### src/rtl/post_seq_pkg.sv
// Package: shared state type and stage failure codes for the power-on
// self-test sequencer. Assumes a 3-bit failure code.
package post_seq_pkg;

    typedef enum logic [1:0] {
        SEQ_ARM  = 2'd0,
        SEQ_RUN  = 2'd1,
        SEQ_DONE = 2'd2
    } seq_state_t;

    localparam int CODE_W = 3;

    localparam logic [CODE_W-1:0] CODE_NONE = 3'd0;
    localparam logic [CODE_W-1:0] CODE_LO   = 3'd2;
    localparam logic [CODE_W-1:0] CODE_HI   = 3'd3;
    localparam logic [CODE_W-1:0] CODE_DEV  = 3'd4;

endpackage

### src/rtl/post_step_table.sv
// Module: post_step_table
// Maps a step index to one bus access. There are two RAM stages of
// RAM_STEPS steps each (write offset 0, write offset 1, read offset 0,
// read offset 1), then one peripheral read. Purely combinational.
// Assumes RAM_STEPS is 4 and offsets are the low bit of the step index.
module post_step_table
    import post_seq_pkg::*;
#(
    parameter int ADDR_W = 24,
    parameter int DATA_W = 8,
    parameter int OFF_W  = 16,
    parameter int STEP_W = 4,
    parameter int RAM_STEPS = 4,
    parameter logic [ADDR_W-OFF_W-1:0] LO_BANK = 8'h00,
    parameter logic [ADDR_W-OFF_W-1:0] HI_BANK = 8'h08,
    parameter logic [ADDR_W-1:0] DEV_ADDR = 24'h00C00E,
    parameter logic [DATA_W-1:0] DEV_EXPECT = 8'h80,
    parameter logic [DATA_W-1:0] PATTERN = 8'h55
) (
    input  logic [STEP_W-1:0] step_idx,
    output logic              step_wr,
    output logic [ADDR_W-1:0] step_addr,
    output logic [DATA_W-1:0] step_byte,
    output logic              step_stage_end,
    output logic              step_final,
    output logic [CODE_W-1:0] step_code
);

    logic              in_dev;
    logic              in_hi;
    logic [1:0]        sub;
    logic [DATA_W-1:0] base;

    // Decode stage and position within the stage, then build the access.
    always_comb begin
        in_dev = (step_idx >= STEP_W'(2 * RAM_STEPS));
        in_hi  = !in_dev && (step_idx >= STEP_W'(RAM_STEPS));
        sub    = step_idx[1:0];
        base   = in_hi ? ~PATTERN : PATTERN;

        step_wr        = !in_dev && !sub[1];
        step_stage_end = in_dev || (sub == 2'd3);
        step_final     = in_dev;

        if (in_dev) begin
            step_addr = DEV_ADDR;
            step_byte = DEV_EXPECT;
            step_code = CODE_DEV;
        end else begin
            step_addr = {(in_hi ? HI_BANK : LO_BANK), OFF_W'(sub[0])};
            step_byte = sub[0] ? ~base : base;
            step_code = in_hi ? CODE_HI : CODE_LO;
        end
    end

endmodule

### src/rtl/post_read_check.sv
// Module: post_read_check
// Accumulates read-back mismatches within one stage. stage_bad includes the
// read that completes in the current cycle. The accumulator is cleared when
// the stage ends. Assumes capture is high only on completed reads.
module post_read_check #(
    parameter int DATA_W = 8
) (
    input  logic              clk,
    input  logic              rst_n,
    input  logic              capture,
    input  logic              clear,
    input  logic [DATA_W-1:0] rdata,
    input  logic [DATA_W-1:0] expect_byte,
    output logic              stage_bad
);

    logic acc_bad;
    logic hit_bad;

    // Flag a mismatch on the read completing now.
    always_comb begin
        hit_bad   = capture && (rdata != expect_byte);
        stage_bad = acc_bad || hit_bad;
    end

    // Keep earlier mismatches of the stage until the stage closes.
    always_ff @(posedge clk) begin
        if (!rst_n) begin
            acc_bad <= 1'b0;
        end else if (clear) begin
            acc_bad <= 1'b0;
        end else if (hit_bad) begin
            acc_bad <= 1'b1;
        end
    end

endmodule

### src/rtl/post_result_reg.sv
// Module: post_result_reg
// Holds the final outcome. The first finish pulse after reset latches
// done, pass and the code; they then stay fixed until reset.
module post_result_reg
    import post_seq_pkg::*;
(
    input  logic              clk,
    input  logic              rst_n,
    input  logic              finish,
    input  logic              pass_in,
    input  logic [CODE_W-1:0] code_in,
    output logic              done,
    output logic              pass,
    output logic [CODE_W-1:0] fail_code
);

    // Latch the outcome once and hold it.
    always_ff @(posedge clk) begin
        if (!rst_n) begin
            done      <= 1'b0;
            pass      <= 1'b0;
            fail_code <= CODE_NONE;
        end else if (finish && !done) begin
            done      <= 1'b1;
            pass      <= pass_in;
            fail_code <= pass_in ? CODE_NONE : code_in;
        end
    end

endmodule

### src/rtl/post_sequencer.sv
// Module: post_sequencer (top)
// Runs the power-on self-test once after reset: low RAM, high RAM, then the
// peripheral register. Access completion is taken from bus_ready. The
// sequence stops at the first failing stage. Assumes the slave asserts
// bus_ready only while a strobe is pending.
module post_sequencer
    import post_seq_pkg::*;
#(
    parameter int ADDR_W = 24,
    parameter int DATA_W = 8,
    parameter int OFF_W  = 16,
    parameter logic [ADDR_W-OFF_W-1:0] LO_BANK = 8'h00,
    parameter logic [ADDR_W-OFF_W-1:0] HI_BANK = 8'h08,
    parameter logic [ADDR_W-1:0] DEV_ADDR = 24'h00C00E,
    parameter logic [DATA_W-1:0] DEV_EXPECT = 8'h80,
    parameter logic [DATA_W-1:0] PATTERN = 8'h55
) (
    input  logic              clk,
    input  logic              rst_n,
    output logic [ADDR_W-1:0] bus_addr,
    output logic [DATA_W-1:0] bus_wdata,
    output logic              bus_we,
    output logic              bus_re,
    input  logic [DATA_W-1:0] bus_rdata,
    input  logic              bus_ready,
    output logic              done,
    output logic              pass,
    output logic [2:0]        fail_code
);

    localparam int RAM_STEPS = 4;
    localparam int N_STEPS   = 2 * RAM_STEPS + 1;
    localparam int STEP_W    = $clog2(N_STEPS);

    seq_state_t        state;
    logic [STEP_W-1:0] step;
    logic              step_wr;
    logic [ADDR_W-1:0] step_addr;
    logic [DATA_W-1:0] step_byte;
    logic              step_stage_end;
    logic              step_final;
    logic [CODE_W-1:0] step_code;
    logic              running;
    logic              completes;
    logic              stage_bad;
    logic              finish;

    post_step_table #(
        .ADDR_W(ADDR_W), .DATA_W(DATA_W), .OFF_W(OFF_W), .STEP_W(STEP_W),
        .RAM_STEPS(RAM_STEPS), .LO_BANK(LO_BANK), .HI_BANK(HI_BANK),
        .DEV_ADDR(DEV_ADDR), .DEV_EXPECT(DEV_EXPECT), .PATTERN(PATTERN)
    ) u_table (
        .step_idx       (step),
        .step_wr        (step_wr),
        .step_addr      (step_addr),
        .step_byte      (step_byte),
        .step_stage_end (step_stage_end),
        .step_final     (step_final),
        .step_code      (step_code)
    );

    post_read_check #(.DATA_W(DATA_W)) u_check (
        .clk         (clk),
        .rst_n       (rst_n),
        .capture     (completes && !step_wr),
        .clear       (completes && step_stage_end),
        .rdata       (bus_rdata),
        .expect_byte (step_byte),
        .stage_bad   (stage_bad)
    );

    post_result_reg u_result (
        .clk       (clk),
        .rst_n     (rst_n),
        .finish    (finish),
        .pass_in   (!stage_bad),
        .code_in   (step_code),
        .done      (done),
        .pass      (pass),
        .fail_code (fail_code)
    );

    // Drive the bus from the current step while running; idle otherwise.
    always_comb begin
        running   = (state == SEQ_RUN);
        completes = running && bus_ready;
        finish    = completes && step_stage_end && (stage_bad || step_final);
        bus_we    = running && step_wr;
        bus_re    = running && !step_wr;
        bus_addr  = running ? step_addr : '0;
        bus_wdata = (running && step_wr) ? step_byte : '0;
    end

    // Step through the accesses; stop on a failing stage or after the last.
    always_ff @(posedge clk) begin
        if (!rst_n) begin
            state <= SEQ_ARM;
            step  <= '0;
        end else begin
            case (state)
                SEQ_ARM: state <= SEQ_RUN;
                SEQ_RUN: begin
                    if (finish) begin
                        state <= SEQ_DONE;
                    end else if (completes) begin
                        step <= step + STEP_W'(1);
                    end
                end
                default: state <= SEQ_DONE;
            endcase
        end
    end

endmodule

### config.mk
export PLATFORM = sky130hd
export DESIGN_NAME = post_sequencer
export DESIGN_NICKNAME = d
export VERILOG_FILES = /design/src/rtl/post_seq_pkg.sv /design/src/rtl/post_step_table.sv /design/src/rtl/post_read_check.sv /design/src/rtl/post_result_reg.sv /design/src/rtl/post_sequencer.sv
export SDC_FILE = /design/constraint.sdc
export NUM_CORES = 1
export LEC_CHECK = 0
export CORE_MARGIN = 2
export CORE_UTILIZATION = 39
export DETAILED_ROUTE_END_ITERATION = 10
export HOLD_SLACK_MARGIN = 0.15
export PLACE_DENSITY = 0.8
export SLEW_MARGIN = 25
export SYNTH_ARGS = -nofsm -noshare
export SYNTH_HDL_FRONTEND = slang
export SYNTH_SLANG_ARGS = --single-unit
### constraint.sdc
create_clock -name clk -period 2.2 [get_ports clk]
set_input_delay 0.44 -clock clk [delete_from_list [all_inputs] [get_ports clk]]
set_output_delay 0.44 -clock clk [all_outputs]
set_load 0.05 [all_outputs]
==> results of run 1 <==
[power by group]
part / switching (mW) / internal, mW / leakage, nW
Sequential: 0.00712 / 0.221 / 0.0973
Combinational: 0.164 / 0.0863 / 0.470
Clock: 0.0641 / 0.0631 / 0.0138
[critical path, delay by kind of cell, from the launching register on]
kind / cells / cell delay, ps
flops: 1 / 460
simple gates: 2 / 550
buf+inv: 1 / 150
xor+xnor: 1 / 210
[synth_stat cells (2+ instances only)]
library cell	n
a21oi_1	2
a31oi_4	2
and3_1	3
buf_4	26
dfxtp_1	12
ha_1	2
inv_1	4
nand2_1	11
nand2b_1	2
nand3_1	4
nand4_1	3
nor2_1	9
nor2b_1	2
nor3_1	4
nor4_1	2
o21a_1	2
o22ai_1	2
o32ai_1	2
xnor2_1	2
[what timing repair did]
action / CTS / global route
gates cloned: 0 / 0
gates resized for setup: 1 / 2
setup endpoints to repair: 4 / 4
hold endpoints to repair: 0 / 0
hold buffers: 0 / 0
[logic make-up after synthesis]
logic type,synth area share (%)
simple gates,23.7
buf+inv,25.1
compound gates,17.7
flops,25.7
xor+xnor,3.62
fa+ha+maj,2.68
other cells,0.402
mux,1.07
[registers in the layout (all words and copies together) (netlist names)]
signal,count
step,4
u_result.done,1
u_result.pass,1
u_check.acc_bad,1
state,2
u_result.fail_code,3
[layer usage]
| layer | wire length, um | vias up | part of all wire (%) | track usage, % |
|---|---|---|---|---|
| met2 | 1170 | 38 | 53 | 30.2 |
| li1 | - | 419 | - | - |
| met1 | 880 | 404 | 40 | 17.6 |
| met5 | 0 | - | 0 | 0 |
| met3 | 169 | 0 | 7.6 | 4.80 |
| met4 | 0 | 0 | 0 | 3.42 |
[worst paths after layout]
path,end,cells after the start,slack [ps],startpoint
worst max-delay path,bus_wdata[6],4,130,step[2]
worst min-delay path,u_result.fail_code[0],2,470,u_result.fail_code[0]
worst max register to register,state[1],6,180,step[0]
worst min register to register,u_result.fail_code[0],2,470,u_result.fail_code[0]
[layout make-up]
cell class	instances	area share [%]
inverters	5	1.38
well taps	28	2.57
repair buffers	41	37.3
multi-input cells	84	39.4
clock buffers	3	1.65
flip-flops and latches	12	17.6
[per-stage QoR]
stage | util, % | power, mW
floorplan | - | 0.424
global placement | 59.6 | 0.475
detailed placement | 59.6 | 0.480
CTS | 60.7 | 0.607
global route | 61.0 | 0.630
finish | 61.0 | 0.605
==> results.txt, run 1 <==
vias in the first global route -> 752
leakage -> 0.581 nW
TritonCTS Buffers -> 3
TritonRoute pass-1 iters -> 4
crit share post-route -> 94.2%
setup tns final -> 0 ps
Final Cell Area -> 0.00136 mm2
Setup crit end kind -> output pin
starting density of the core -> 41.8%
setup violators final -> 0
Post-CTS Setup Bufs -> 0
Die Ht -> 52.9 um
htree depth -> 1
Remaining DRCs -> 0
clk slew on worst S/H paths -> 70 ps
DRT antenna net count -> 0
Avg Inst Size Synth -> 8.19 um2
layout cells sized above 1 -> 26.9%
CP Max Fanout -> 6
Max Fclk -> 482 MHz
Max VDD drop -> 0.453 mV
outcome -> finished clean
largest net degree at the start of global routing -> 11
YS warnings -> 0
Die Area -> 0.00280 mm2
first-pass GRT wire length -> 3320 um
max-slew violations -> 0
Setup Skew -> 3.00 ps
synthesized area -> 933 um2
drt total wl -> 2220 um
fraction of registers with async set/reset -> 0%
RePlAce Congestion -> 0.852
most frequent cells in the layout -> conb_1, clkdlybuf4s50_1, buf_4, buf_12, dfxtp_1
CP max stage cell -> dfxtp_1
CTS root buffer -> clkbuf_4
unrepaired setup endpoints after global routing -> false
DP Area -> 0.00133 mm2
measured slew at the worst slew-check pin -> 504 ps
crit path launch type -> flop
Initial DRC Count -> 11
Yosys top cell area share -> 25.7%
die width -> 52.9 um
via count -> 861
Clock Latency Late Sink -> 260 ps
number of port buffers -> 32
Crit Path Class -> reg2out
CTS tree -> built
crit-path max cell delay -> 460 ps
Final Hold Fails -> 0
total gr overflow -> 0
Main synth FF type -> dfxtp_1
fin crit period -> 2070 ps
Hold Crit Class -> reg2reg
post-synthesis sequential area ratio -> 25.7%
TritonCTS Sinks -> 12
FP Rows -> 17
Setup Slack @ Placement -> -92.6 ps
final std cells w/o fill -> 173
area grow syn2layout -> 45.8%
DR vias/cell -> 4.98
Max-Cap Viols -> 0
antenna cells -> 0
Yosys reg bits -> 12
CORE AREA -> 0.00223 mm2
commonest non-fill, non-tap cell in the layout -> conb_1
initial antenna violation count -> 0
footprint of the multi-input gates -> 537 um2
relative slew slack -> 66.3%
Worst Path Required -> 1760 ps
Mapped Cells -> 114
gr usage total -> 16.1%
Distinct cells, synth -> 37
critical path arrival -> 1630 ps
num ports -> 50
wire length per cell -> 12.8 um
Min Hold Slack -> 474 ps
# fillers -> 184
dpl hpwl -> 1860 um
NumNets Final -> 160
PD cells -> 445 mW/mm2
Worst Setup Slack, final -> 127 ps
EDFF count, synth -> 0
Yosys top cell by area -> dfxtp_1
crit-path cells -> nor2b_2 -> xnor2_1 -> and3_4 -> buf_12
placed cells -> 170
top post-synthesis cells by area -> dfxtp_1, buf_4, a31oi_4, nand2_1, nor2_1
register area -> 240 um2
CTS Buffer Depth -> 2
(Power assumes the default switching activity.)
==> run 2: changes to the inputs <==
Settings changed: CORE_ASPECT_RATIO set to 0.6, GPL_TIMING_DRIVEN set to 0.
==> run 2 against run 1 <==
  * Core utilization grew 2.8 points
  * Non-clock buffer count grew 20
  * Sequential power is essentially flat
  * Largest cell class unchanged
  * Critical endpoint is now u_result.fail_code[1]
==> results.txt, run 2 (synthesis gave the netlist of run 1 again) <==
via count -> 918
CTS root buffer -> clkbuf_8
area grow syn2layout -> 51.1%
Die Area -> 0.00281 mm2
outcome -> finished clean
NumNets Final -> 180
Top reg by flops -> step
CTS tree -> built
Critical Path Stages -> 7
drt total wl -> 2460 um
Post-Route Utilization -> 63.7%
htree depth -> 1
num ports -> 50
internal power -> 0.459 mW
die width -> 67.2 um
Crit Path Class -> in2reg
DRT antenna net count -> 0
crit-path cells -> clkdlybuf4s50_1 -> nand3b_1 -> nor3_2 -> or3b_1 -> nand2_2 -> nand2b_2 -> o32ai_1
leakage -> 0.656 nW
Max VDD drop -> 0.336 mV
Worst path top cell family by delay -> simple AND/OR/NAND/NOR gates
# fillers -> 203
most frequent cells in the layout -> buf_4, conb_1, clkdlybuf4s50_1, nand2_1, dfxtp_1
dpl hpwl -> 1820 um
Setup crit end kind -> flop
total gr overflow -> 0
registers with the most flip-flops -> step (4), u_result.fail_code (3), state (2)
fin crit period -> 2130 ps
Setup Skew -> 1.11 ps
depth of the worst hold-timing path -> 2
crit-path max cell delay -> 550 ps
measured slew at the worst slew-check pin -> 508 ps
commonest non-fill, non-tap cell in the layout -> buf_4
PD cells -> 510 mW/mm2
FP Rows -> 13
CTS Buffer Depth -> 2
Clk pwr share -> 34.4%
register share of total power -> 31.4%
wire length per cell -> 12.6 um
Worst Path Required -> 2350 ps
TritonCTS Buffers -> 3
TritonCTS Sinks -> 12
RePlAce Congestion -> 0.876
Final Hold Fails -> 0
largest net degree at the start of global routing -> 11
Max-Cap Viols -> 0
antenna cells -> 0
TritonRoute pass-1 iters -> 4
initial antenna violation count -> 0
CP Max Fanout -> 5
layout cells sized above 1 -> 38.6%
Final Cell Area -> 0.00141 mm2
Comb pwr share -> 34.2%
Die Ht -> 41.9 um
Clock Latency Late Sink -> 250 ps
crit share post-route -> 96.8%
worst path bufs/invs -> 1
DR vias/cell -> 4.68
Max Fclk -> 470 MHz
max-slew violations -> 0
CORE AREA -> 0.00221 mm2
setup violators final -> 0
placed cells -> 192
relative slew slack -> 66.0%
number of port buffers -> 32
starting density of the core -> 42.2%
switch share -> 36.2%
Remaining DRCs -> 0
Net Switching -> 0.261 mW
first-pass GRT wire length -> 3840 um
crit path launch type -> primary input
gr usage total -> 18.3%
max FFs per register -> 4
Hold Crit Class -> reg2reg
clk slew on worst S/H paths -> 60 ps
vias in the first global route -> 836
reg2reg path depth -> 7
DP Area -> 0.00136 mm2
critical path arrival -> 2280 ps
unrepaired setup endpoints after global routing -> true
Min Hold Slack -> 481 ps
CP max stage cell -> clkdlybuf4s50_1
final std cells w/o fill -> 196
Initial DRC Count -> 36
## run 2: cell types whose count changed in the layout (fill, tap and decap cells not counted), sizes merged
cell and delta:
dlygate4sd2 +2, buf +7, clkbuf +8, clkdlybuf4s15 +4
## run 2: tightest hold or removal path, stage by stage, from the launching register on
cell and delay, ps:
dfxtp_1 310, nand2_1 50, o22ai_1 70
## run 2: path summary, 6_finish.rpt
kind,start,endpoint,slack [ps]
hold reg to reg,u_result.fail_code[0],u_result.fail_code[0],480
hold / removal,u_result.fail_code[0],u_result.fail_code[0],480
setup reg to reg,step[3],u_result.done,190
setup / recovery,bus_ready,u_result.fail_code[1],70
## run 2: cell type report
| type | instances | area (um2) | area share (%) |
|---|---|---|---|
| inverter | 5 | 18.8 | 1.33 |
| timing repair buffer | 32 | 278 | 19.7 |
| clock buffer | 4 | 55.1 | 3.90 |
| tap | 30 | 37.5 | 2.66 |
| multi-input combinational | 84 | 563 | 39.9 |
| buffer | 29 | 215 | 15.3 |
| sequential | 12 | 243 | 17.2 |
## run 2: metal layers
metal  wire [um]  GRT usage, %
met1        1070          22.0
met2        1190          30.3
met3         189          6.78
met4          14          4.90
met5           0             0
## run 2: what timing repair did
| item | CTS | global route |
|---|---|---|
| endpoints found under the setup margin | 17 | 20 |
| hold buffers | 0 | 0 |
| resized for setup | 52 | 21 |
| buffers inserted | 0 | 0 |
## run 2: power by group through the flow
stage          combinational [mW]  sequential (mW)  clock [mW]
3_3_place_gp                0.248            0.230           0
6_report                    0.246            0.226       0.248
2_1_floorplan               0.195            0.229           0
4_1_cts                     0.244            0.226       0.249
5_1_grt                     0.261            0.226       0.262
3_5_place_dp                0.251            0.230           0
## run 2: metrics by stage
stage                     TNS [ps]  worst slack (ps)  total power, mW
after floorplan                  0              13.5            0.424
after global placement       -2350              -337            0.478
after detailed placement     -3060              -364            0.481
after CTS                        0              2.86            0.718
after global routing         -66.9             -25.9            0.750
final                            0              70.4            0.720
